## src/rtl/irqenc_pkg.sv

```systemverilog
package irqenc_pkg;
   localparam int CRIT_VLD = 10;
   localparam int CRIT_LSB = 8;
   localparam int CRIT_W   = 2;
   localparam int MAIN_VLD = 21;
   localparam int MAIN_LSB = 16;
   localparam int MAIN_W   = 5;
   localparam int PER_VLD  = 29;
   localparam int PER_LSB  = 24;
   localparam int PER_W    = 5;
   localparam int MAIN_MTOP = 16;
   localparam int PER_MTOP  = 31;
   localparam int CRIT_ALIAS = 2;
   localparam int MAIN_ALIAS = 4;
   localparam logic [31:0] FIELD_MASK = 32'h3F3F_0700;

   typedef enum logic {
      SEL_MAIN = 1'b0,
      SEL_PER  = 1'b1
   } mask_sel_e;
endpackage

```

## src/rtl/irq_lowest_pick.sv

```systemverilog
module irq_lowest_pick #(
   parameter int N = 4,
   parameter int W = 2
) (
   input  logic [N-1:0] req,
   output logic         valid,
   output logic [W-1:0] idx
);
   if (N > (1 << W)) begin : g_bad_w
      $error("irq_lowest_pick: N does not fit in W bits");
   end

   always_comb begin
      valid = |req;
      idx   = '0;
      for (int i = N - 1; i >= 0; i--) begin
         if (req[i]) idx = W'(i);
      end
   end
endmodule

```

## src/rtl/irq_mask_bank.sv

```systemverilog
module irq_mask_bank #(
   parameter logic [31:0] IMPL = 32'h0000_0000
) (
   input  logic        clk,
   input  logic        rst_n,
   input  logic        wr,
   input  logic [31:0] wdata,
   output logic [31:0] mask
);
   logic unused_wdata;
   assign unused_wdata = ^wdata;

   for (genvar b = 0; b < 32; b++) begin : g_bit
      if (IMPL[b]) begin : g_flop
         always_ff @(posedge clk or negedge rst_n) begin
            if (!rst_n)  mask[b] <= 1'b1;
            else if (wr) mask[b] <= wdata[b];
         end
      end else begin : g_tie
         assign mask[b] = 1'b0;
      end
   end
endmodule

```

## src/rtl/irq_alias_route.sv

```systemverilog
module irq_alias_route #(
   parameter int          N_CRIT = 4,
   parameter int          N_MAIN = 17,
   parameter int          N_PER  = 22,
   parameter logic [31:0] HI_SET = 32'h0000_0006
) (
   input  logic [N_CRIT-1:0] crit_src,
   input  logic [N_MAIN-1:0] main_act,
   input  logic [N_PER-1:0]  per_act,
   output logic [N_CRIT-1:0] crit_vec,
   output logic [N_MAIN-1:0] main_vec
);
   import irqenc_pkg::*;

   localparam logic [N_PER-1:0] HI = HI_SET[N_PER-1:0];

   logic hp_any;
   logic lp_any;

   assign hp_any = |(per_act & HI);
   assign lp_any = |(per_act & ~HI);

   always_comb begin
      crit_vec             = crit_src;
      crit_vec[CRIT_ALIAS] = hp_any;
      main_vec             = main_act;
      main_vec[MAIN_ALIAS] = lp_any;
   end
endmodule

```

## src/rtl/irq_status_enc.sv

```systemverilog
module irq_status_enc #(
   parameter int          N_CRIT     = 4,
   parameter int          N_MAIN     = 17,
   parameter int          N_PER      = 22,
   parameter logic [31:0] MMASK_IMPL = 32'h0001_0fff,
   parameter logic [31:0] PMASK_IMPL = 32'h7fff_fc00,
   parameter logic [31:0] PER_HI_SET = 32'h0000_0006
) (
   input  logic              clk,
   input  logic              rst_n,
   input  logic [N_CRIT-1:0] crit_src,
   input  logic [N_MAIN-1:0] main_src,
   input  logic [N_PER-1:0]  per_src,
   input  logic              reg_wr,
   input  logic              reg_sel,
   input  logic [31:0]       reg_wdata,
   output logic [31:0]       reg_rdata,
   output logic [31:0]       stat_word
);
   import irqenc_pkg::*;

   if (N_CRIT <= CRIT_ALIAS || N_CRIT > (1 << CRIT_W)) begin : g_chk_crit
      $error("irq_status_enc: N_CRIT out of range");
   end
   if (N_MAIN <= MAIN_ALIAS || N_MAIN > MAIN_MTOP + 1) begin : g_chk_main
      $error("irq_status_enc: N_MAIN out of range");
   end
   if (N_PER < 1 || N_PER > PER_MTOP + 1) begin : g_chk_per
      $error("irq_status_enc: N_PER out of range");
   end

   logic [31:0] mmask, pmask;
   logic        wr_main, wr_per;
   logic        unused_mask;

   assign wr_main     = reg_wr && (mask_sel_e'(reg_sel) == SEL_MAIN);
   assign wr_per      = reg_wr && (mask_sel_e'(reg_sel) == SEL_PER);
   assign unused_mask = ^{mmask, pmask};

   irq_mask_bank #(.IMPL(MMASK_IMPL)) u_mmask (
      .clk(clk), .rst_n(rst_n), .wr(wr_main), .wdata(reg_wdata), .mask(mmask)
   );
   irq_mask_bank #(.IMPL(PMASK_IMPL)) u_pmask (
      .clk(clk), .rst_n(rst_n), .wr(wr_per), .wdata(reg_wdata), .mask(pmask)
   );

   assign reg_rdata = (mask_sel_e'(reg_sel) == SEL_PER) ? pmask : mmask;

   logic [N_MAIN-1:0] main_en;
   logic [N_PER-1:0]  per_en;

   for (genvar n = 0; n < N_MAIN; n++) begin : g_men
      assign main_en[n] = ~mmask[MAIN_MTOP-n];
   end
   for (genvar n = 0; n < N_PER; n++) begin : g_pen
      assign per_en[n] = ~pmask[PER_MTOP-n];
   end

   logic [N_MAIN-1:0] main_act;
   logic [N_PER-1:0]  per_act;
   logic [N_CRIT-1:0] crit_vec;
   logic [N_MAIN-1:0] main_vec;

   assign main_act = main_src & main_en;
   assign per_act  = per_src & per_en;

   irq_alias_route #(
      .N_CRIT(N_CRIT), .N_MAIN(N_MAIN), .N_PER(N_PER), .HI_SET(PER_HI_SET)
   ) u_route (
      .crit_src(crit_src), .main_act(main_act), .per_act(per_act),
      .crit_vec(crit_vec), .main_vec(main_vec)
   );

   logic              c_vld, m_vld, p_vld;
   logic [CRIT_W-1:0] c_idx;
   logic [MAIN_W-1:0] m_idx;
   logic [PER_W-1:0]  p_idx;

   irq_lowest_pick #(.N(N_CRIT), .W(CRIT_W)) u_pick_crit (
      .req(crit_vec), .valid(c_vld), .idx(c_idx)
   );
   irq_lowest_pick #(.N(N_MAIN), .W(MAIN_W)) u_pick_main (
      .req(main_vec), .valid(m_vld), .idx(m_idx)
   );
   irq_lowest_pick #(.N(N_PER), .W(PER_W)) u_pick_per (
      .req(per_act), .valid(p_vld), .idx(p_idx)
   );

   logic [31:0] stat_d;

   always_comb begin
      stat_d                         = '0;
      stat_d[CRIT_VLD]               = c_vld;
      stat_d[CRIT_LSB +: CRIT_W]     = c_idx;
      stat_d[MAIN_VLD]               = m_vld;
      stat_d[MAIN_LSB +: MAIN_W]     = m_idx;
      stat_d[PER_VLD]                = p_vld;
      stat_d[PER_LSB +: PER_W]       = p_idx;
   end

   always_ff @(posedge clk or negedge rst_n) begin
      if (!rst_n) stat_word <= '0;
      else        stat_word <= stat_d;
   end
endmodule

```

## config.mk

```make
export PLATFORM = sky130hd
export DESIGN_NAME = irq_status_enc
export DESIGN_NICKNAME = d
export VERILOG_FILES = /design/src/rtl/irqenc_pkg.sv /design/src/rtl/irq_lowest_pick.sv /design/src/rtl/irq_mask_bank.sv /design/src/rtl/irq_alias_route.sv /design/src/rtl/irq_status_enc.sv
export SDC_FILE = /design/constraint.sdc
export NUM_CORES = 1
export LEC_CHECK = 0
export ABC_AREA = 1
export BUFFER_PORTS_ARGS = -buffer_cell sky130_fd_sc_hd__buf_2
export CAP_MARGIN = 20
export CORE_MARGIN = 3
export CORE_UTILIZATION = 49
export DETAILED_ROUTE_END_ITERATION = 10
export PLACE_DENSITY = 0.91
export RECOVER_POWER = 100
export SETUP_SLACK_MARGIN = 0.4
export SYNTH_ARGS = -nofsm -noshare
export SYNTH_HDL_FRONTEND = slang
export SYNTH_SLANG_ARGS = --single-unit
```

## constraint.sdc

```tcl
create_clock -name clk -period 2.5 [get_ports clk]
set_input_delay 0.125 -clock clk [delete_from_list [all_inputs] [get_ports clk]]
set_output_delay 0.125 -clock clk [all_outputs]
set_load 0.02 [all_outputs]
```

### Word level (Yosys, flattened, before mapping)

Index checks and enable logic that the tools add are counted.

* flip-flop bits (word level): 49
* input bits: 79
* output and inout bits: 64
* word-level logic and storage cells: 123

* muxes and demuxes: 44
* bitwise operators: 37
* reduce and logical (&&, ||, !) cells: 7

Operators with widths (number)
* 5-bit 2-to-1 mux: 39
* 36-bit OR reduction: 1
* 1-bit inverter: 35
* 31-bit 2-to-1 mux: 1
* 22-bit AND: 1
* 22-bit OR reduction: 1
* 20-bit OR reduction: 1
* 17-bit AND: 1
* 2-bit 2-to-1 mux: 4
* 5-bit OR reduction: 1
* 1-bit logical AND: 2
* 2-bit OR reduction: 1

### Depth between registers and ports, before layout

* word-level depth: 24
* depth in mapped cells: 22
* depth with buffers taken out: 22

### Cells and area by module

Synthesis repeated with hierarchy kept, for this count alone.

* cell total of the unflattened synthesis: 566
* area, all modules: 3672.3 um^2

Modules (own cells, without submodules)
* irq_status_enc: times used 1, cells each 219, area an instance 1298.7 um^2, sequential area each 375.4 um^2
* irq_mask_bank at u_pmask: times used 1, cells each 101, area an instance 915.9 um^2, sequential area each 551.8 um^2
* irq_mask_bank at u_mmask: times used 1, cells each 75, area an instance 656.9 um^2, sequential area each 341.6 um^2
* irq_lowest_pick at u_pick_per: times used 1, cells each 70, area an instance 292.8 um^2, sequential area each 0.0 um^2
* irq_alias_route: times used 1, cells each 40, area an instance 235.2 um^2, sequential area each 0.0 um^2
* irq_lowest_pick at u_pick_main: times used 1, cells each 52, area an instance 226.5 um^2, sequential area each 0.0 um^2
* irq_lowest_pick at u_pick_crit: times used 1, cells each 9, area an instance 46.3 um^2, sequential area each 0.0 um^2

### Worst setup path after synthesis

No wires, ideal clock.

* path type: register to register
* start: register u_pmask.mask[11]
* end: register stat_word[24]
* setup time: 0.073 ns
* arrival: 1.507 ns
* required time: 2.427 ns
* slack: 0.920 ns
* stages on the path, launching flop included: 23
* buffers on the path: 0
* period minus slack after synthesis: 1.580 ns
* cells stage by stage: dfstp_2 -> inv_1 -> nand2_1 -> nand2_1 -> nand2_1 -> nand2_1 -> nand2_1 -> nand2_1 -> nand2_1 -> nand2_1 -> nand2_1 -> nand2_1 -> nand2_1 -> nand2_1 -> nand2_1 -> nand2_1 -> nand2_1 -> nand2_1 -> nand2_1 -> nand2_1 -> nand2_1 -> nand2_1 -> a21oi_2

* cells in the longest elaborated chain, start to end: 23

Ends and longest elaborated chain
* start: declaration: line irq_mask_bank.sv:8 `output logic [31:0] mask`
* start signal: indexed assignment: line irq_mask_bank.sv:17 `else if (wr) mask[b] <= wdata[b];`
* 1-bit inverter: line irq_status_enc.sv:56 `assign per_en[n] = ~pmask[PER_MTOP-n];`
* 22-bit AND: line irq_status_enc.sv:65 `assign per_act = per_src & per_en;`
* 5-bit 2-to-1 mux (21 in a row): line irq_lowest_pick.sv:17 `if (req[i]) idx = W'(i);`
* net p_idx[0]: line irq_status_enc.sv:77 `logic [PER_W-1:0] p_idx;`
* end signal: assignment: line irq_status_enc.sv:103 `else stat_word <= stat_d;`
* end: declaration: line irq_status_enc.sv:18 `output logic [31:0] stat_word`

The timed path passes the listed nets, and every way through them passes these cells.
A chain may end at the register's enable or synchronous reset.

### Worst setup path in the final report

* start: input reg_sel
* end: output reg_rdata[11]

* cells in the longest elaborated chain, start to end: 1

Ends and longest elaborated chain
* start: declaration: line irq_status_enc.sv:15 `input logic reg_sel,`
* 31-bit 2-to-1 mux: line irq_status_enc.sv:47 `assign reg_rdata = (mask_sel_e'(reg_sel) == SEL_PER) ? pmask : mmask;`
* end: declaration: line irq_status_enc.sv:17 `output logic [31:0] reg_rdata,`

Every way passes these cells.

==> results_dict.tcl <==
set metrics [dict create \
    crit_fanout 25 \
    pin_count_of_the_biggest_net_entering_global_routing 50 \
    ys_seq_elements 49 \
    worst-slew-pin-transition_ps 1280 \
    nets 584 \
    cp.depth 5 \
    timing.hold.worst.start "per_src[0]" \
    rsz0062_at_grt "false" \
    ff2ff_path_depth 12 \
    die-height_um 81.2 \
    post_cts_resize_count 0 \
    fmax_ghz 0.485 \
    floorplan.die.width_um 81.2 \
    post_cts_hold_buffer_count 2 \
    detailedRoute.firstPassIterationCount 4 \
    crit_path_start_kind "primary input" \
    avgSynthCellArea_um2 7.25 \
    cts_buffers 5 \
    worst_clock_skew_ps 8.49 \
    leading_post_synthesis_cells_by_cell_area "sky130_fd_sc_hd__dfstp_2, sky130_fd_sc_hd__dfrtp_1, sky130_fd_sc_hd__nand2_1" \
    data_required_time_at_the_worst_endpoint_ps 2380 \
    antenna_found_initial 0 \
    initial_core_util_pct 52.3 \
    num_vias 2636 \
    maximum_single_stage_delay_on_the_critical_path_ps 870 \
    groute.usage.overall_pct 20.3 \
    detailed_place.area_um2 3370 \
    postSynth.topFlopCell "sky130_fd_sc_hd__dfstp_2" \
    portion_of_the_post_synthesis_area_used_by_sequential_elements_pct 45.8 \
    setup.reg_to_reg.worst_slack_ps 510 \
    synth_async_sr_flop_share_pct 100 \
    htree_num_levels 2 \
    status "finished clean" \
    drt_first_iter_violations 87 \
    synth_cell_types 27 \
    area.growth.synth_to_final_pct 25.0 \
    postCtsSetupBuffers 0 \
    setup-violations-final 0 \
    antenna_violating_nets_post_route 0 \
    timing.final.hold_violations 0 \
    cp_cell_sequence "clkbuf_1, clkbuf_1, nand2_1, o21ai_0, clkbuf_1" \
    cts.sink_count 49 \
    worst_path_max_delay_cell "sky130_fd_sc_hd__clkbuf_1" \
    synth_cells 382 \
    cts_tree "done" \
    fp.dieArea_um2 6590 \
    post_route_drc_violation_count 0 \
    global_route.overflow_total 0 \
    critPathMostFrequentCell "sky130_fd_sc_hd__clkbuf_1" \
    final.min_clock_period_ps 2060 \
    hold_path_class "in2reg" \
    wire_length_of_the_first_global_routing_pass_um 10400 \
    first_global_vias 2411 \
    critPathKind "in2out" \
    placer_s_final_routability_congestion_estimate 0.782 \
    synth_cell_count_leaders "sky130_fd_sc_hd__nand2_1, sky130_fd_sc_hd__inv_1, sky130_fd_sc_hd__nor2_1" \
    crit-reg2reg-launch "u_pmask.mask[27]" \
    rr_endpoint "stat_word[16]" \
    hpwl_um 5220 \
    post_synth_design_cell_area_um2 2770 \
    synth_edf_count 0 \
    avgRoutedWirePerCell_um 11.5 \
    standard_cell_core_area_um2 5300 \
    worstSetupEndpoint "reg_rdata[11]" \
    place.port_buffers 121 \
    fill_cells 478 \
    crit_path_end_kind "output port" \
    num_rows 26 \
    maxCapViolations 0 \
    cts-root-to-sink-buffers 2 \
    worst_setup_hold_path_clk_slew_ps 80 \
    synthDominantCellAreaShare_pct 32.2 \
    cts_root_buf "sky130_fd_sc_hd__clkbuf_8" \
    irDropWorstVdd_mv 0.373 \
    post-synth-top-count-cell "sky130_fd_sc_hd__nand2_1" \
    finalWirelength_um 6620 \
    antennaDiodeCount 0 \
    crit_arrival_ps 1940 \
    clock_insertion_delay_worst_skew_ps 300 \
    setup_tns_ps 0 \
    crit_buf_inv 3 \
    design_area_um2 3460 \
    maxSlewHeadroom_pct 14.9 \
    layout_worst_path_cycle_share_pct 82.4 \
    cp_top_family "buffers and inverters" \
    p_total_uw 2210 \
    drive_gt1_share_pct 27.9 \
    power.leakage_uw 0.00201 \
    synth_area_leader_cell "sky130_fd_sc_hd__dfstp_2" \
    detail_route.vias_per_cell 4.58 \
    cp-startpoint "reg_sel" \
    yosys_warnings 0 \
    final-max-slew-violation-count 0 \
    power_density_nw_per_um2 637 \
    pin_count 143 \
]
sequential cells by signal (all words and copies together), names as in the netlist:
signal and cells:
u_pmask.mask 21, stat_word 15, u_mmask.mask 13
metrics by stage:
step           setup slack [ps]  instances  hold WS, ps  util [%]
6_report                    439        576         21.3      65.3
5_1_grt                     261        576         29.7      65.3
4_1_cts                     653        574         8.49      66.5
3_5_place_dp                690        564          304      63.6
3_3_place_gp                741        564          296      63.6
2_1_floorplan               920        399         -171         -
worst min-delay path by stage:
| stage | to | slack, ps | cells after the start |
|---|---|---|---|
| after detailed placement | stat_word[8] | 300 | 2 |
| after floorplan | stat_word[10] | -170 | 0 |
| after global placement | stat_word[8] | 300 | 2 |
| after global routing | stat_word[24] | 30 | 2 |
| final | stat_word[24] | 20 | 2 |
| after CTS | stat_word[24] | 8 | 2 |
area by class of cell:
type	count	area (um^2)	area share (%)
inverter	74	278	8.02
clock inverter	3	65.1	1.88
sequential	49	1270	36.6
multi-input combinational	248	1110	32.0
tap	70	87.6	2.53
timing repair buffer	127	589	17.0
clock buffer	5	68.8	1.99
worst reg2reg max path, stage by stage, from the launching register on:
cell                       delay (ps)
sky130_fd_sc_hd__dfstp_1          550
sky130_fd_sc_hd__inv_2             50
sky130_fd_sc_hd__nand2_2           70
sky130_fd_sc_hd__nand2_1           60
sky130_fd_sc_hd__nor2_1           190
sky130_fd_sc_hd__clkinv_1         120
sky130_fd_sc_hd__nor2_1           140
sky130_fd_sc_hd__inv_2             70
sky130_fd_sc_hd__nor3_4           190
sky130_fd_sc_hd__inv_1            110
sky130_fd_sc_hd__a21oi_1          140
sky130_fd_sc_hd__o21bai_1          80
sky130_fd_sc_hd__a21oi_1          160
kinds of logic after synthesis:
family                 synth area share, %
muxes                                0.406
and+or+nand+nor                       26.9
DFF                                   45.8
buffers and inverters                 16.3
AOI/OAI and AO/OA                     10.5
other                                0.135
power breakdown:
group | switching (uW) | leakage (uW) | total [uW] | internal, uW
clock network | 259 | 0.0000681 | 656 | 397
registers | 40.1 | 0.000541 | 965 | 925
logic | 400 | 0.00140 | 586 | 186
total | 699 | 0.00201 | 2210 | 1510
layout by cell type, fill, tap and decap left out, types with 2 or more instances in the layout:
cell type / count
sky130_fd_sc_hd__nand4_1: 2
sky130_fd_sc_hd__o21bai_1: 2
sky130_fd_sc_hd__dfstp_1: 4
sky130_fd_sc_hd__o21ai_0: 14
sky130_fd_sc_hd__conb_1: 18
sky130_fd_sc_hd__bufinv_16: 2
sky130_fd_sc_hd__nand2_2: 10
sky130_fd_sc_hd__inv_1: 61
sky130_fd_sc_hd__nor2_1: 56
sky130_fd_sc_hd__nand2_1: 94
sky130_fd_sc_hd__dlygate4sd3_1: 3
sky130_fd_sc_hd__clkbuf_8: 5
sky130_fd_sc_hd__a31oi_1: 2
sky130_fd_sc_hd__dfstp_2: 30
sky130_fd_sc_hd__a21oi_1: 33
sky130_fd_sc_hd__dfrtp_1: 15
sky130_fd_sc_hd__buf_2: 74
sky130_fd_sc_hd__clkbuf_1: 49
sky130_fd_sc_hd__nand2_4: 4
sky130_fd_sc_hd__inv_2: 12
sky130_fd_sc_hd__nand3_1: 4
sky130_fd_sc_hd__nor3_1: 3
routing by layer:
| metal | wire [um] | vias to the layer above | GRT usage (%) |
|---|---|---|---|
| met2 | 3390 | 97 | 37.8 |
| met1 | 2660 | 1178 | 23.3 |
| met5 | 0 | - | 0 |
| met4 | 97 | 0 | 7.09 |
| met3 | 473 | 9 | 3.33 |
| li1 | - | 1352 | - |
Note: power is estimated with default switching activity, not from simulation.
